===== config.mk =====
export PLATFORM = sky130hd
export DESIGN_NAME = qdec_axis
export DESIGN_NICKNAME = d
export VERILOG_FILES = /design/src/rtl/qdec_pkg.sv /design/src/rtl/qdec_tick.sv /design/src/rtl/qdec_filter.sv /design/src/rtl/qdec_core.sv /design/src/rtl/qdec_axis.sv
export SDC_FILE = /design/constraint.sdc
export NUM_CORES = 1
export LEC_CHECK = 0
export ABC_CLOCK_PERIOD_IN_PS = 3550
export BUFFER_PORTS_ARGS = -buffer_cell sky130_fd_sc_hd__buf_2
export CAP_MARGIN = 20
export CELL_PAD_IN_SITES_DETAIL_PLACEMENT = 1
export CELL_PAD_IN_SITES_GLOBAL_PLACEMENT = 1
export CORE_MARGIN = 4
export CORE_UTILIZATION = 30
export DETAILED_ROUTE_END_ITERATION = 10
export GPL_TIMING_DRIVEN = 0
export PLACE_DENSITY = 0.66
export SYNTH_ARGS = -nofsm -noshare
export SYNTH_HDL_FRONTEND = slang
export SYNTH_HIERARCHICAL = 1
export SYNTH_SLANG_ARGS = --single-unit
export TNS_END_PERCENT = 30

===== constraint.sdc =====
create_clock -name clk -period 3.55 [get_ports clk]
set_input_delay 1.065 -clock clk [delete_from_list [all_inputs] [get_ports clk]]
set_output_delay 1.065 -clock clk [all_outputs]
set_load 0.05 [all_outputs]

===== src/rtl/qdec_pkg.sv =====
package qdec_pkg;

  typedef enum logic [1:0] {
    RES_CLKDIR = 2'b00,
    RES_X1     = 2'b01,
    RES_X2     = 2'b10,
    RES_X4     = 2'b11
  } res_e;

  typedef enum logic [1:0] {
    IDX_NONE  = 2'b00,
    IDX_LOAD  = 2'b01,
    IDX_CLEAR = 2'b10,
    IDX_SNAP  = 2'b11
  } idx_e;

  typedef struct packed {
    logic hit;
    logic up;
  } step_t;

  // One filtered A/B step; ab vectors are {A,B}.
  function automatic step_t quad_step(input logic [1:0] prev_ab,
                                      input logic [1:0] cur_ab,
                                      input res_e       res);
    step_t s;
    logic  a_moved, b_moved;
    a_moved = prev_ab[1] ^ cur_ab[1];
    b_moved = prev_ab[0] ^ cur_ab[0];
    // A leading: after an A edge the phases differ, after a B edge they match
    s.up  = a_moved ? (cur_ab[1] ^ cur_ab[0]) : ~(cur_ab[1] ^ cur_ab[0]);
    s.hit = 1'b0;
    if (a_moved ^ b_moved) begin
      case (res)
        RES_X4:  s.hit = 1'b1;
        RES_X2:  s.hit = a_moved;
        RES_X1:  s.hit = a_moved & ~cur_ab[0];
        default: s.hit = 1'b0;
      endcase
    end
    return s;
  endfunction

  function automatic logic in_quadrant(input logic [1:0] ab);
    return ~(ab[1] ^ ab[0]);
  endfunction

endpackage


===== src/rtl/qdec_tick.sv =====
module qdec_tick (
  input  logic clk,
  input  logic rst_n,
  input  logic div2,
  output logic tick
);
  logic phase;

  always_ff @(posedge clk or negedge rst_n) begin
    if (!rst_n) phase <= 1'b0;
    else        phase <= ~phase;
  end

  assign tick = div2 ? phase : 1'b1;
endmodule


===== src/rtl/qdec_filter.sv =====
module qdec_filter #(
  parameter int W       = 3,
  parameter int SAMPLES = 3
) (
  input  logic         clk,
  input  logic         rst_n,
  input  logic         tick,
  input  logic [W-1:0] raw,
  output logic [W-1:0] clean
);
  localparam int HW = SAMPLES - 1;

  for (genvar g = 0; g < W; g++) begin : g_bit
    logic [HW-1:0] hist;
    logic          lvl;
    logic [HW:0]   window;

    assign window = {hist, raw[g]};

    always_ff @(posedge clk or negedge rst_n) begin
      if (!rst_n) begin
        hist <= '0;
        lvl  <= 1'b0;
      end else if (tick) begin
        hist <= window[HW-1:0];
        if (&window)       lvl <= 1'b1;
        else if (~|window) lvl <= 1'b0;
      end
    end

    assign clean[g] = lvl;
  end
endmodule


===== src/rtl/qdec_core.sv =====
module qdec_core
  import qdec_pkg::*;
(
  input  logic clk,
  input  logic rst_n,
  input  res_e res,
  input  idx_e idx_mode,
  input  logic idx_hi,
  input  logic flt_a,
  input  logic flt_b,
  input  logic flt_i,
  input  logic raw_a,
  input  logic raw_b,
  input  logic raw_i,
  output logic cnt_en,
  output logic cnt_up,
  output logic idx_load,
  output logic idx_clear,
  output logic idx_snap
);
  logic [1:0] ab_prev;
  logic       cd_a1, cd_a2, cd_b1, cd_i1;
  logic       qual_prev;
  step_t      qs;
  logic       clkdir, ev_count, ev_up, idx_lvl, idx_qual, idx_entry;

  assign clkdir    = (res == RES_CLKDIR);
  assign qs        = quad_step(ab_prev, {flt_a, flt_b}, res);
  assign ev_count  = clkdir ? (cd_a1 & ~cd_a2) : qs.hit;
  assign ev_up     = clkdir ? cd_b1 : qs.up;
  assign idx_lvl   = clkdir ? cd_i1 : flt_i;
  assign idx_qual  = (idx_lvl == idx_hi) & (clkdir | in_quadrant({flt_a, flt_b}));
  assign idx_entry = idx_qual & ~qual_prev;

  always_ff @(posedge clk or negedge rst_n) begin
    if (!rst_n) begin
      ab_prev   <= 2'b00;
      cd_a1     <= 1'b0;
      cd_a2     <= 1'b0;
      cd_b1     <= 1'b0;
      cd_i1     <= 1'b0;
      qual_prev <= 1'b1;
      cnt_en    <= 1'b0;
      cnt_up    <= 1'b0;
      idx_load  <= 1'b0;
      idx_clear <= 1'b0;
      idx_snap  <= 1'b0;
    end else begin
      ab_prev   <= {flt_a, flt_b};
      cd_a1     <= raw_a;
      cd_a2     <= cd_a1;
      cd_b1     <= raw_b;
      cd_i1     <= raw_i;
      qual_prev <= idx_qual;
      cnt_en    <= ev_count;
      if (ev_count) cnt_up <= ev_up;
      idx_load  <= idx_entry & (idx_mode == IDX_LOAD);
      idx_clear <= idx_entry & (idx_mode == IDX_CLEAR);
      idx_snap  <= idx_entry & (idx_mode == IDX_SNAP);
    end
  end
endmodule


===== src/rtl/qdec_axis.sv =====
module qdec_axis
  import qdec_pkg::*;
#(
  parameter int FILT_SAMPLES = 3
) (
  input  logic       clk,
  input  logic       rst_n,
  input  logic [1:0] cfg_res,
  input  logic [1:0] cfg_idx,
  input  logic       cfg_idx_hi,
  input  logic       cfg_div2,
  input  logic       enc_a,
  input  logic       enc_b,
  input  logic       enc_idx,
  output logic       cnt_en,
  output logic       cnt_up,
  output logic       idx_load,
  output logic       idx_clear,
  output logic       idx_snap
);
  localparam int NSIG = 3;

  logic            tick;
  logic [NSIG-1:0] flt_abi;

  qdec_tick u_tick (
    .clk   (clk),
    .rst_n (rst_n),
    .div2  (cfg_div2),
    .tick  (tick)
  );

  qdec_filter #(.W(NSIG), .SAMPLES(FILT_SAMPLES)) u_filt (
    .clk   (clk),
    .rst_n (rst_n),
    .tick  (tick),
    .raw   ({enc_a, enc_b, enc_idx}),
    .clean (flt_abi)
  );

  qdec_core u_core (
    .clk       (clk),
    .rst_n     (rst_n),
    .res       (res_e'(cfg_res)),
    .idx_mode  (idx_e'(cfg_idx)),
    .idx_hi    (cfg_idx_hi),
    .flt_a     (flt_abi[2]),
    .flt_b     (flt_abi[1]),
    .flt_i     (flt_abi[0]),
    .raw_a     (enc_a),
    .raw_b     (enc_b),
    .raw_i     (enc_idx),
    .cnt_en    (cnt_en),
    .cnt_up    (cnt_up),
    .idx_load  (idx_load),
    .idx_clear (idx_clear),
    .idx_snap  (idx_snap)
  );
endmodule


==> results of run 1 <==
layout make-up:
cell class              instances  area share
flip-flops and latches         22       0.480
multi-input cells              45       0.321
plain buffers                   5      0.0337
clock buffers                   3      0.0196
repair buffers                 15      0.0653
well taps                      44      0.0479
clock inverters                 1      0.0261
inverters                       2     0.00653
layer usage:
| metal | track usage | part of all wire | vias up |
|---|---|---|---|
| met5 | 0 | 0 | - |
| met2 | 0.172 | 0.53 | 12 |
| met4 | 0.0237 | 0.0069 | 0 |
| met3 | 0.0381 | 0.055 | 2 |
| li1 | - | - | 300 |
| met1 | 0.106 | 0.41 | 332 |
through the flow:
step	hold WS, ps	instances	setup slack (ps)	power (W)
after CTS	396	137	1380	0.000633
after global placement	363	133	1060	0.000429
after global routing	407	137	1360	0.000658
after detailed placement	367	133	1040	0.000436
final	390	137	1380	0.000619
after floorplan	355	74	1260	0.000396
cells in the final DEF, fill, tap and decap left out, drive strengths merged:
cell,netlist,final
dfrtp,21,21
buf,5,20
mux2,7,7
nor2,5,5
clkbuf,0,3
a21oi,3,3
a31oi,3,3
nor4b,3,3
nor3,3,3
inv,2,2
nand2,2,2
nand2b,2,2
xor2,2,2
nor3b,2,2
or3b,2,2
bufinv,0,1
xnor2,1,1
mux2i,1,1
nand3,1,1
and4b,1,1
or2,1,1
o2bb2ai,1,1
a311o,1,1
o21ai,1,1
and3,1,1
a211oi,1,1
a2111o,1,1
dfstp,1,1
worst max-delay path: cells and delay by family:
kind	cells	cell delay (ps)
and+or+nand+nor	3	780
AOI/OAI and AO/OA	1	440
buffers and inverters	1	130
power groups by stage:
stage | Clock, W | Sequential, W | Combinational [W]
2_1_floorplan | 0 | 0.000336 | 0.0000598
3_3_place_gp | 0 | 0.000299 | 0.000130
3_5_place_dp | 0 | 0.000302 | 0.000134
4_1_cts | 0.000202 | 0.000297 | 0.000134
5_1_grt | 0.000213 | 0.000301 | 0.000143
6_report | 0.000191 | 0.000296 | 0.000131
kinds of logic after synthesis:
| family | synth area share |
|---|---|
| compound gates | 0.0802 |
| mux | 0.0919 |
| flops | 0.571 |
| simple gates | 0.182 |
| xor+xnor | 0.0272 |
| buf+inv | 0.0479 |
worst max-delay path by stage:
stage,end,slack (ps),start,depth (start not counted)
2_1_floorplan,u_core/idx_load,1260,cfg_res[1],4
3_3_place_gp,u_core/idx_load,1060,cfg_res[1],5
3_5_place_dp,u_core/idx_load,1040,cfg_res[1],5
4_1_cts,u_core/idx_load,1380,cfg_res[1],5
5_1_grt,u_core/idx_clear,1360,cfg_res[1],5
6_report,u_core/idx_load,1380,cfg_res[1],5
==> results.sh, run 1 <==
export IMPL_status="completed"
export IMPL_setup_tns_ps=0
export IMPL_path_max_fanout=6
export IMPL_synth_common_cells="dfrtp_1, mux2_2, nor2_1"
export IMPL_slowest_delay_ps=440
export IMPL_worstReg2RegEnd="u_core/cnt_up"
export IMPL_fp_row_count=20
export IMPL_die_y_um=64.8
export IMPL_wl_per_cell_um=12.6
export IMPL_cts_setup_buffers=0
export IMPL_tightest_slew_ps=494
export IMPL_first_global_vias=708
export IMPL_dieWidth_um=64.8
export IMPL_cp_cell_sequence="buf_2 > or3b_1 > and3_4 > a2111o_1 > nor3b_2"
export IMPL_clock_skew_ps=4.31
export IMPL_drt_vias_per_instance=4.72
export IMPL_drive_gt1_frac=0.430
export IMPL_area_growth_syn_to_layout_pct=18.9
export IMPL_ys_ff_latch=22
export IMPL_critical_path_class="input pin to flip-flop"
export IMPL_yosysTopAreaCell="dfrtp_1"
export IMPL_synth_top_area_share=0.543
export IMPL_seq_area_frac_synth=0.571
export IMPL_port_buffers=15
export IMPL_routed_wl_mm=1.73
export IMPL_top_regs="u_filt/g_bit.hist (6), u_filt/g_bit.lvl (3), u_core/ab_prev (2)"
export IMPL_synth_cell_type_count=31
export IMPL_root_buffer="clkbuf_4"
export IMPL_grt_start_max_net_pins=23
export IMPL_multi_input_area_um2=369
export IMPL_final_util=0.374
export IMPL_regArea_um2=552
export IMPL_synth_nets=85
export IMPL_r2r_setup_slack_ps=1670
export IMPL_die_area_um2=4200
export IMPL_largest_register_ffs=6
export IMPL_power_switching_w=0.000175
export IMPL_fillers=345
export IMPL_rsz0062_at_grt="false"
export IMPL_rr_startpoint="u_filt/g_bit[1].lvl"
export IMPL_worst_ep_required_time_ps=3790
export IMPL_cts_buffer_depth=2
export IMPL_clkPwrFrac=0.309
export IMPL_hp_start="u_core/cd_a1"
export IMPL_worst_setup_path_start_kind="input pin"
export IMPL_yosysMostFrequentCell="dfrtp_1"
export IMPL_hold_path_depth=0
export IMPL_maxCapViolations=0
export IMPL_pin_count=16
export IMPL_async_reset_ff_frac=1.00
export IMPL_final_cell_area_um2=1150
export IMPL_clkSinkCount=22
export IMPL_grt_first_pass_wirelength_mm=3.13
export IMPL_track_usage=0.0966
export IMPL_power_density_nw_per_um2=538
export IMPL_dp_hpwl_mm=1.29
export IMPL_num_antenna_cells=0
export IMPL_core_um2=3080
export IMPL_ir_worst_vdd_uv=260
export IMPL_initial_utilization=0.314
export IMPL_yosys_warnings=6
export IMPL_ant_nets=0
export IMPL_synth_ff_type="dfrtp_1"
export IMPL_cp_arrival_ps=2410
export IMPL_relSlewSlack=0.671
export IMPL_drc=0
export IMPL_clock_fmax_mhz=461
export IMPL_post_cts_resized=0
export IMPL_cts_tree="done"
export IMPL_netlist_instances=74
export IMPL_intPower_w=0.000444
export IMPL_postCtsHoldBufs=0
export IMPL_gr_total_overflow=0
export IMPL_synth_edf_count=0
export IMPL_dr_pass1_iters=4
export IMPL_combPwrFrac=0.212
export IMPL_setup_worst_path_end_class="flip-flop"
export IMPL_final_hold_viol_count=0
export IMPL_cts_buffers=3
export IMPL_fin_crit_sh=0.610
export IMPL_crit_path_top_delay_cell="a2111o_1"
export IMPL_drtIter0Drc=20
export IMPL_htreeDepth=1
export IMPL_largest_register="u_filt/g_bit.hist"
export IMPL_reg2reg_depth=6
export IMPL_nets=105
export IMPL_worstSkewPairLatency_ps=310
export IMPL_setup_viol_count_final=0
export IMPL_clk_pin_slew_worst_paths_ps=120
export IMPL_avgSynthCellArea_um2=13.1
export IMPL_netlist_area_um2=967
export IMPL_power_frac_seq=0.479
export IMPL_p_leak_nw=0.527
export IMPL_report_final_slew_viol_count=0
export IMPL_hp_class="flip-flop to flip-flop"
export IMPL_placed_cell_area_um2=1100
export IMPL_synthTopCellsByArea="dfrtp_1, mux2_2, dfstp_2"
export IMPL_fin_crit_ps=2170
export IMPL_num_vias=646
export IMPL_p_sw_frac=0.283
export IMPL_gp_congestion=0.675
export IMPL_hold_path_end="u_core/cd_a2"
export IMPL_grt_antenna_before_repair=0
No activity file was read; power rests on OpenSTA's default activity.
==> run 2: changes to the inputs <==
--- a/config.mk
+++ b/config.mk
@@ -5,7 +5,7 @@
 export SDC_FILE = /design/constraint.sdc
 export NUM_CORES = 1
 export LEC_CHECK = 0
-export ABC_CLOCK_PERIOD_IN_PS = 3550
+export ABC_CLOCK_PERIOD_IN_PS = 1800
 export BUFFER_PORTS_ARGS = -buffer_cell sky130_fd_sc_hd__buf_2
 export CAP_MARGIN = 20
 export CELL_PAD_IN_SITES_DETAIL_PLACEMENT = 1
@@ -14,7 +14,7 @@
 export CORE_UTILIZATION = 30
 export DETAILED_ROUTE_END_ITERATION = 10
 export GPL_TIMING_DRIVEN = 0
-export PLACE_DENSITY = 0.66
+export PLACE_DENSITY = 0.68
 export SYNTH_ARGS = -nofsm -noshare
 export SYNTH_HDL_FRONTEND = slang
 export SYNTH_HIERARCHICAL = 1
==> constraint.sdc (replaced) <==
create_clock -name clk -period 1.8 [get_ports clk]
set_input_delay 0.54 -clock clk [delete_from_list [all_inputs] [get_ports clk]]
set_output_delay 0.54 -clock clk [all_outputs]
set_load 0.05 [all_outputs]
==> results.sh, run 2 (synthesis gave the netlist of run 1 again) <==
export IMPL_initial_utilization=0.314
export IMPL_htreeDepth=1
export IMPL_relSlewSlack=0.669
export IMPL_met2_usage=0.166
export IMPL_p_sw_frac=0.285
export IMPL_root_buffer="clkbuf_4"
export IMPL_cts_tree="done"
export IMPL_worstReg2RegEnd="u_core/cnt_up"
export IMPL_final_util=0.378
export IMPL_worstSkewPairLatency_ps=310
export IMPL_p_leak_nw=0.531
export IMPL_die_area_um2=4200
export IMPL_layout_commonest_cell="dfrtp_1"
export IMPL_grt_first_pass_wirelength_mm=3.18
export IMPL_path_buf_inv=1
export IMPL_drt_vias_per_instance=4.53
export IMPL_wl_per_cell_um=13.5
export IMPL_worst_ep_required_time_ps=2010
export IMPL_cp_startpoint="u_filt/g_bit[1].lvl"
export IMPL_crit_path_top_delay_cell="or3b_2"
export IMPL_rsz0062_at_grt="false"
export IMPL_combPwrFrac=0.219
export IMPL_grt_util_met3=0.0381
export IMPL_dr_pass1_iters=2
export IMPL_clock_fmax_mhz=578
export IMPL_routed_wl_mm=1.85
export IMPL_layout_cells_non_filler=137
export IMPL_pin_count=16
export IMPL_hold_slack_ps=171
export IMPL_setup_viol_count_final=0
export IMPL_worst_setup_path_start_kind="flip-flop"
export IMPL_rr_startpoint="u_filt/g_bit[1].lvl"
export IMPL_drive_gt1_frac=0.452
export IMPL_use_met1=0.111
export IMPL_final_hold_viol_count=0
export IMPL_final_cell_area_um2=1160
export IMPL_clkSinkCount=22
export IMPL_cts_buffers=3
export IMPL_final_cell_mix="dfrtp_1, buf_2, mux2_2"
export IMPL_maxCapViolations=0
export IMPL_critical_path_class="flip-flop to flip-flop"
export IMPL_num_antenna_cells=0
export IMPL_grt_antenna_before_repair=0
export IMPL_hp_class="input pin to asynchronous set/reset pin"
export IMPL_largest_register="u_filt/g_bit.hist"
export IMPL_nets=105
export IMPL_grt_start_max_net_pins=23
export IMPL_status="completed"
export IMPL_clock_skew_ps=5.20
export IMPL_fillers=355
export IMPL_fin_crit_ps=1730
export IMPL_ir_worst_vdd_uv=421
export IMPL_reg2reg_depth=5
export IMPL_ant_nets=0
export IMPL_power_density_nw_per_um2=1060
export IMPL_clkPwrFrac=0.306
export IMPL_fin_crit_sh=0.962
export IMPL_port_buffers=15
export IMPL_slowest_delay_ps=460
export IMPL_cp_cell_sequence="buf_4 > or3b_2 > a21oi_2 > a311o_2 > mux2_2"
export IMPL_dp_hpwl_mm=1.30
export IMPL_dieWidth_um=64.8
export IMPL_tightest_slew_ps=496
export IMPL_cp_arrival_ps=1940
export IMPL_dp_cells=133
export IMPL_top_regs="u_filt/g_bit.hist (6), u_filt/g_bit.lvl (3), u_core/ab_prev (2)"
export IMPL_gr_max_usage_layer="met2"
export IMPL_power_switching_w=0.000351
export IMPL_path_max_fanout=8
export IMPL_gp_congestion=0.666
export IMPL_num_vias=621
export IMPL_largest_register_ffs=6
export IMPL_fp_row_count=20
export IMPL_drtIter0Drc=5
export IMPL_drc=0
export IMPL_power_frac_seq=0.475
export IMPL_postCtsHoldBufs=0
export IMPL_placed_cell_area_um2=1100
export IMPL_first_global_vias=691
export IMPL_gr_total_overflow=0
export IMPL_path_delay_family="simple AND/OR/NAND/NOR gates"
export IMPL_area_growth_syn_to_layout_pct=20.3
export IMPL_core_um2=3080
export IMPL_setup_worst_path_end_class="flip-flop"
export IMPL_clk_pin_slew_worst_paths_ps=120
export IMPL_cts_buffer_depth=2
export IMPL_report_final_slew_viol_count=0
export IMPL_track_usage=0.0998
export IMPL_r2r_setup_slack_ps=70
export IMPL_die_y_um=64.8
export IMPL_intPower_w=0.000880
-- run 2: worst max-delay path by stage --
stage                     cells past startpoint  slack, ps          endpoint
after floorplan                               4         30   u_core/idx_load
after global placement                        5       -150   u_core/idx_load
after detailed placement                      5       -170  u_core/idx_clear
after CTS                                     5          7     u_core/cnt_up
after global routing                          5          3     u_core/cnt_up
final                                         5         70     u_core/cnt_up
-- run 2: final cells by class --
type	count	area, µm²	share of cell area
clock inverter	1	30.0	0.0258
timing repair buffer	16	82.6	0.0710
clock buffer	3	22.5	0.0194
tap	44	55.1	0.0473
buffer	4	33.8	0.0290
inverter	2	7.51	0.00645
multi-input combinational	45	380	0.327
sequential	22	552	0.474
-- run 2: timing repair --
item                                    4_1_cts  5_1_grt
endpoints found under the setup margin        1        1
resized for setup                             1        1
pin swaps                                     1        0
setup buffers                                 1        0
-- run 2: power groups by stage --
| stage | Combinational (W) | Clock (W) | Sequential (W) |
|---|---|---|---|
| 4_1_cts | 0.000269 | 0.000401 | 0.000583 |
| 5_1_grt | 0.000292 | 0.000419 | 0.000592 |
| 3_5_place_dp | 0.000263 | 0 | 0.000595 |
| 2_1_floorplan | 0.000118 | 0 | 0.000663 |
| 3_3_place_gp | 0.000254 | 0 | 0.000590 |
| 6_report | 0.000270 | 0.000377 | 0.000585 |
-- run 2: metrics by stage --
| stage | setup TNS [ps] | worst slack, ps | power, W |
|---|---|---|---|
| finish | 0 | 69.1 | 0.00123 |
| CTS | 0 | 7.07 | 0.00125 |
| floorplan | 0 | 31.5 | 0.000781 |
| detailed placement | -484 | -172 | 0.000858 |
| global placement | -370 | -153 | 0.000844 |
| global route | 0 | 2.58 | 0.00130 |
-- run 2: layer usage --
metal	wire length, µm	vias to the layer above
met5	0	-
li1	-	304
met4	22	0
met3	81	2
met1	814	302
met2	932	13
==> run 3: changes to the inputs <==
--- a/config.mk
+++ b/config.mk
@@ -5,18 +5,18 @@
 export SDC_FILE = /design/constraint.sdc
 export NUM_CORES = 1
 export LEC_CHECK = 0
+export ABC_AREA = 1
 export ABC_CLOCK_PERIOD_IN_PS = 1800
 export BUFFER_PORTS_ARGS = -buffer_cell sky130_fd_sc_hd__buf_2
 export CAP_MARGIN = 20
 export CELL_PAD_IN_SITES_DETAIL_PLACEMENT = 1
 export CELL_PAD_IN_SITES_GLOBAL_PLACEMENT = 1
-export CORE_MARGIN = 4
+export CORE_MARGIN = 10
 export CORE_UTILIZATION = 30
 export DETAILED_ROUTE_END_ITERATION = 10
 export GPL_TIMING_DRIVEN = 0
-export PLACE_DENSITY = 0.68
+export PLACE_DENSITY = 0.72
 export SYNTH_ARGS = -nofsm -noshare
 export SYNTH_HDL_FRONTEND = slang
-export SYNTH_HIERARCHICAL = 1
 export SYNTH_SLANG_ARGS = --single-unit
 export TNS_END_PERCENT = 30
==> results.sh, run 3 <==
export IMPL_status="completed"
export IMPL_fin_crit_sh=0.820
export IMPL_grt_first_pass_wirelength_mm=3.74
export IMPL_r2r_setup_slack_ps=600
export IMPL_clock_fmax_mhz=678
export IMPL_core_um2=3050
export IMPL_avgSynthCellArea_um2=8.77
export IMPL_seq_area_frac_synth=0.577
export IMPL_combPwrFrac=0.228
export IMPL_setup_tns_ps=0
export IMPL_yosys_warnings=0
export IMPL_ir_worst_vdd_uv=287
export IMPL_clkPwrFrac=0.248
export IMPL_netlist_instances=109
export IMPL_first_global_vias=872
export IMPL_report_final_slew_viol_count=0
export IMPL_intPower_w=0.000745
export IMPL_worst_setup_path_start_kind="flip-flop"
export IMPL_slowest_delay_ps=360
export IMPL_cp_cell_sequence="buf_2"
export IMPL_largest_register_ffs=6
export IMPL_p_sw_frac=0.326
export IMPL_routed_wl_mm=2.12
export IMPL_synth_edf_count=0
export IMPL_cts_buffer_depth=2
export IMPL_largest_register="u_filt.g_bit.hist"
export IMPL_grt_antenna_before_repair=0
export IMPL_critical_path_class="flip-flop to primary output"
export IMPL_dr_pass1_iters=3
export IMPL_path_buf_inv=1
export IMPL_synth_nets=120
export IMPL_synth_cell_type_count=19
export IMPL_worstSkewPairLatency_ps=310
export IMPL_relSlewSlack=0.680
export IMPL_ys_ff_latch=22
export IMPL_top_regs="u_filt.g_bit.hist (6), u_filt.g_bit.lvl (3), u_core.ab_prev (2)"
export IMPL_tightest_slew_ps=480
export IMPL_clkSinkCount=22
export IMPL_dieWidth_um=76.5
export IMPL_post_cts_resized=0
export IMPL_port_buffers=15
export IMPL_die_y_um=76.5
export IMPL_clock_skew_ps=3.09
export IMPL_cts_tree="done"
export IMPL_netlist_area_um2=956
export IMPL_num_antenna_cells=0
export IMPL_ant_nets=0
export IMPL_hold_slack_ps=171
export IMPL_drtIter0Drc=37
export IMPL_initial_utilization=0.313
export IMPL_power_density_nw_per_um2=985
export IMPL_path_delay_family="flip-flops"
export IMPL_cp_arrival_ps=940
export IMPL_path_max_fanout=2
export IMPL_setup_worst_path_end_class="primary output"
export IMPL_fp_row_count=20
export IMPL_async_reset_ff_frac=1.00
export IMPL_power_frac_seq=0.524
export IMPL_worst_ep_required_time_ps=1260
export IMPL_die_area_um2=5840
export IMPL_synth_common_cells="nand2_1, dfrtp_1, inv_1"
export IMPL_hp_class="input pin to asynchronous set/reset pin"
export IMPL_final_hold_viol_count=0
export IMPL_dp_hpwl_mm=1.73
export IMPL_track_usage=0.0776
export IMPL_layout_commonest_cell="nand2_1"
export IMPL_nets=140
export IMPL_gr_total_overflow=0
export IMPL_pin_count=16
export IMPL_maxCapViolations=0
export IMPL_fin_crit_ps=1480
export IMPL_synth_top_area_share=0.550
export IMPL_root_buffer="clkbuf_4"
export IMPL_final_util=0.368
export IMPL_htreeDepth=1
export IMPL_synthTopCellsByArea="dfrtp_1, nand2_1, inv_1"
export IMPL_fillers=382
export IMPL_final_cell_mix="nand2_1, dfrtp_1, buf_2"
export IMPL_drive_gt1_frac=0.258
export IMPL_drc=0
export IMPL_cts_setup_buffers=0
export IMPL_rsz0062_at_grt="false"
export IMPL_gp_congestion=0.696
export IMPL_grt_start_max_net_pins=23
export IMPL_drt_vias_per_instance=4.48
export IMPL_clk_pin_slew_worst_paths_ps=120
export IMPL_power_switching_w=0.000360
export IMPL_p_leak_nw=0.601
export IMPL_setup_viol_count_final=0
export IMPL_yosysTopAreaCell="dfrtp_1"
export IMPL_cts_buffers=3
export IMPL_area_growth_syn_to_layout_pct=17.4
export IMPL_postCtsHoldBufs=0
export IMPL_wl_per_cell_um=12.3
export IMPL_yosysMostFrequentCell="nand2_1"
export IMPL_num_vias=771
export IMPL_crit_path_top_delay_cell="dfrtp_1"
export IMPL_synth_ff_type="dfrtp_1"
run 3: cell count changes in the layout (fill, tap and decap cells not counted), sizes merged, moves of 5 or more:
cell   previous run  this run
buf              20        15
mux2              7         0
o21ai             1         9
nand2             2        40
nand3             1         6
inv               2        16
run 3: logic make-up (layout without fill, tap and decap cells):
kind of cell           after synthesis  count (layout)  synth area share
AO/OA/AOI/OAI                       14              14            0.0851
flip-flops                          22              22             0.577
buffers and inverters               16              35            0.0628
AND/OR/NAND/NOR                     57              57             0.275
run 3: path summary, 6_finish.rpt:
check / start / to / cells past startpoint
worst max-delay path: u_core.cnt_up / cnt_up / 1
worst min register to register: u_core.cd_a1 / u_core.cd_a2 / 0
worst max register to register: u_filt.g_bit[1].lvl / u_core.idx_clear / 5
max in group asynchronous: rst_n / u_core.qual_prev / 1
worst min-delay path: rst_n / u_core.idx_load / 1
min in group clk: enc_idx / u_core.cd_i1 / 1
run 3: area by class of cell:
cell class              instances  area, µm²  area share
flip-flops and latches         22        552       0.492
multi-input cells              71        344       0.307
repair buffers                 15       75.1      0.0669
inverters                      16       60.1      0.0535
well taps                      44       55.1      0.0491
clock buffers                   4       36.3      0.0323
run 3: power by group through the flow:
stage | combinational [W] | sequential, W | clock, W
6_report | 0.000252 | 0.000579 | 0.000274
5_1_grt | 0.000284 | 0.000588 | 0.000314
4_1_cts | 0.000260 | 0.000581 | 0.000287
3_5_place_dp | 0.000259 | 0.000590 | 0
3_3_place_gp | 0.000244 | 0.000586 | 0
2_1_floorplan | 0.000114 | 0.000649 | 0
run 3: per-stage QoR:
stage / instance area, µm² / cells / setup slack (ps) / power [W]
global route: 1120 / 172 / 254 / 0.00119
global placement: 1090 / 168 / 394 / 0.000830
floorplan: 956 / 109 / 626 / 0.000763
CTS: 1120 / 172 / 301 / 0.00113
finish: 1120 / 172 / 324 / 0.00111
detailed placement: 1090 / 168 / 341 / 0.000849
run 3: metal layers:
metal | routed length, µm | up-vias | global-route usage
met5 | 0 | - | 0
met4 | 29 | 0 | 0.0279
met3 | 89 | 4 | 0.0283
met2 | 1140 | 12 | 0.146
met1 | 859 | 378 | 0.0752
li1 | - | 377 | -
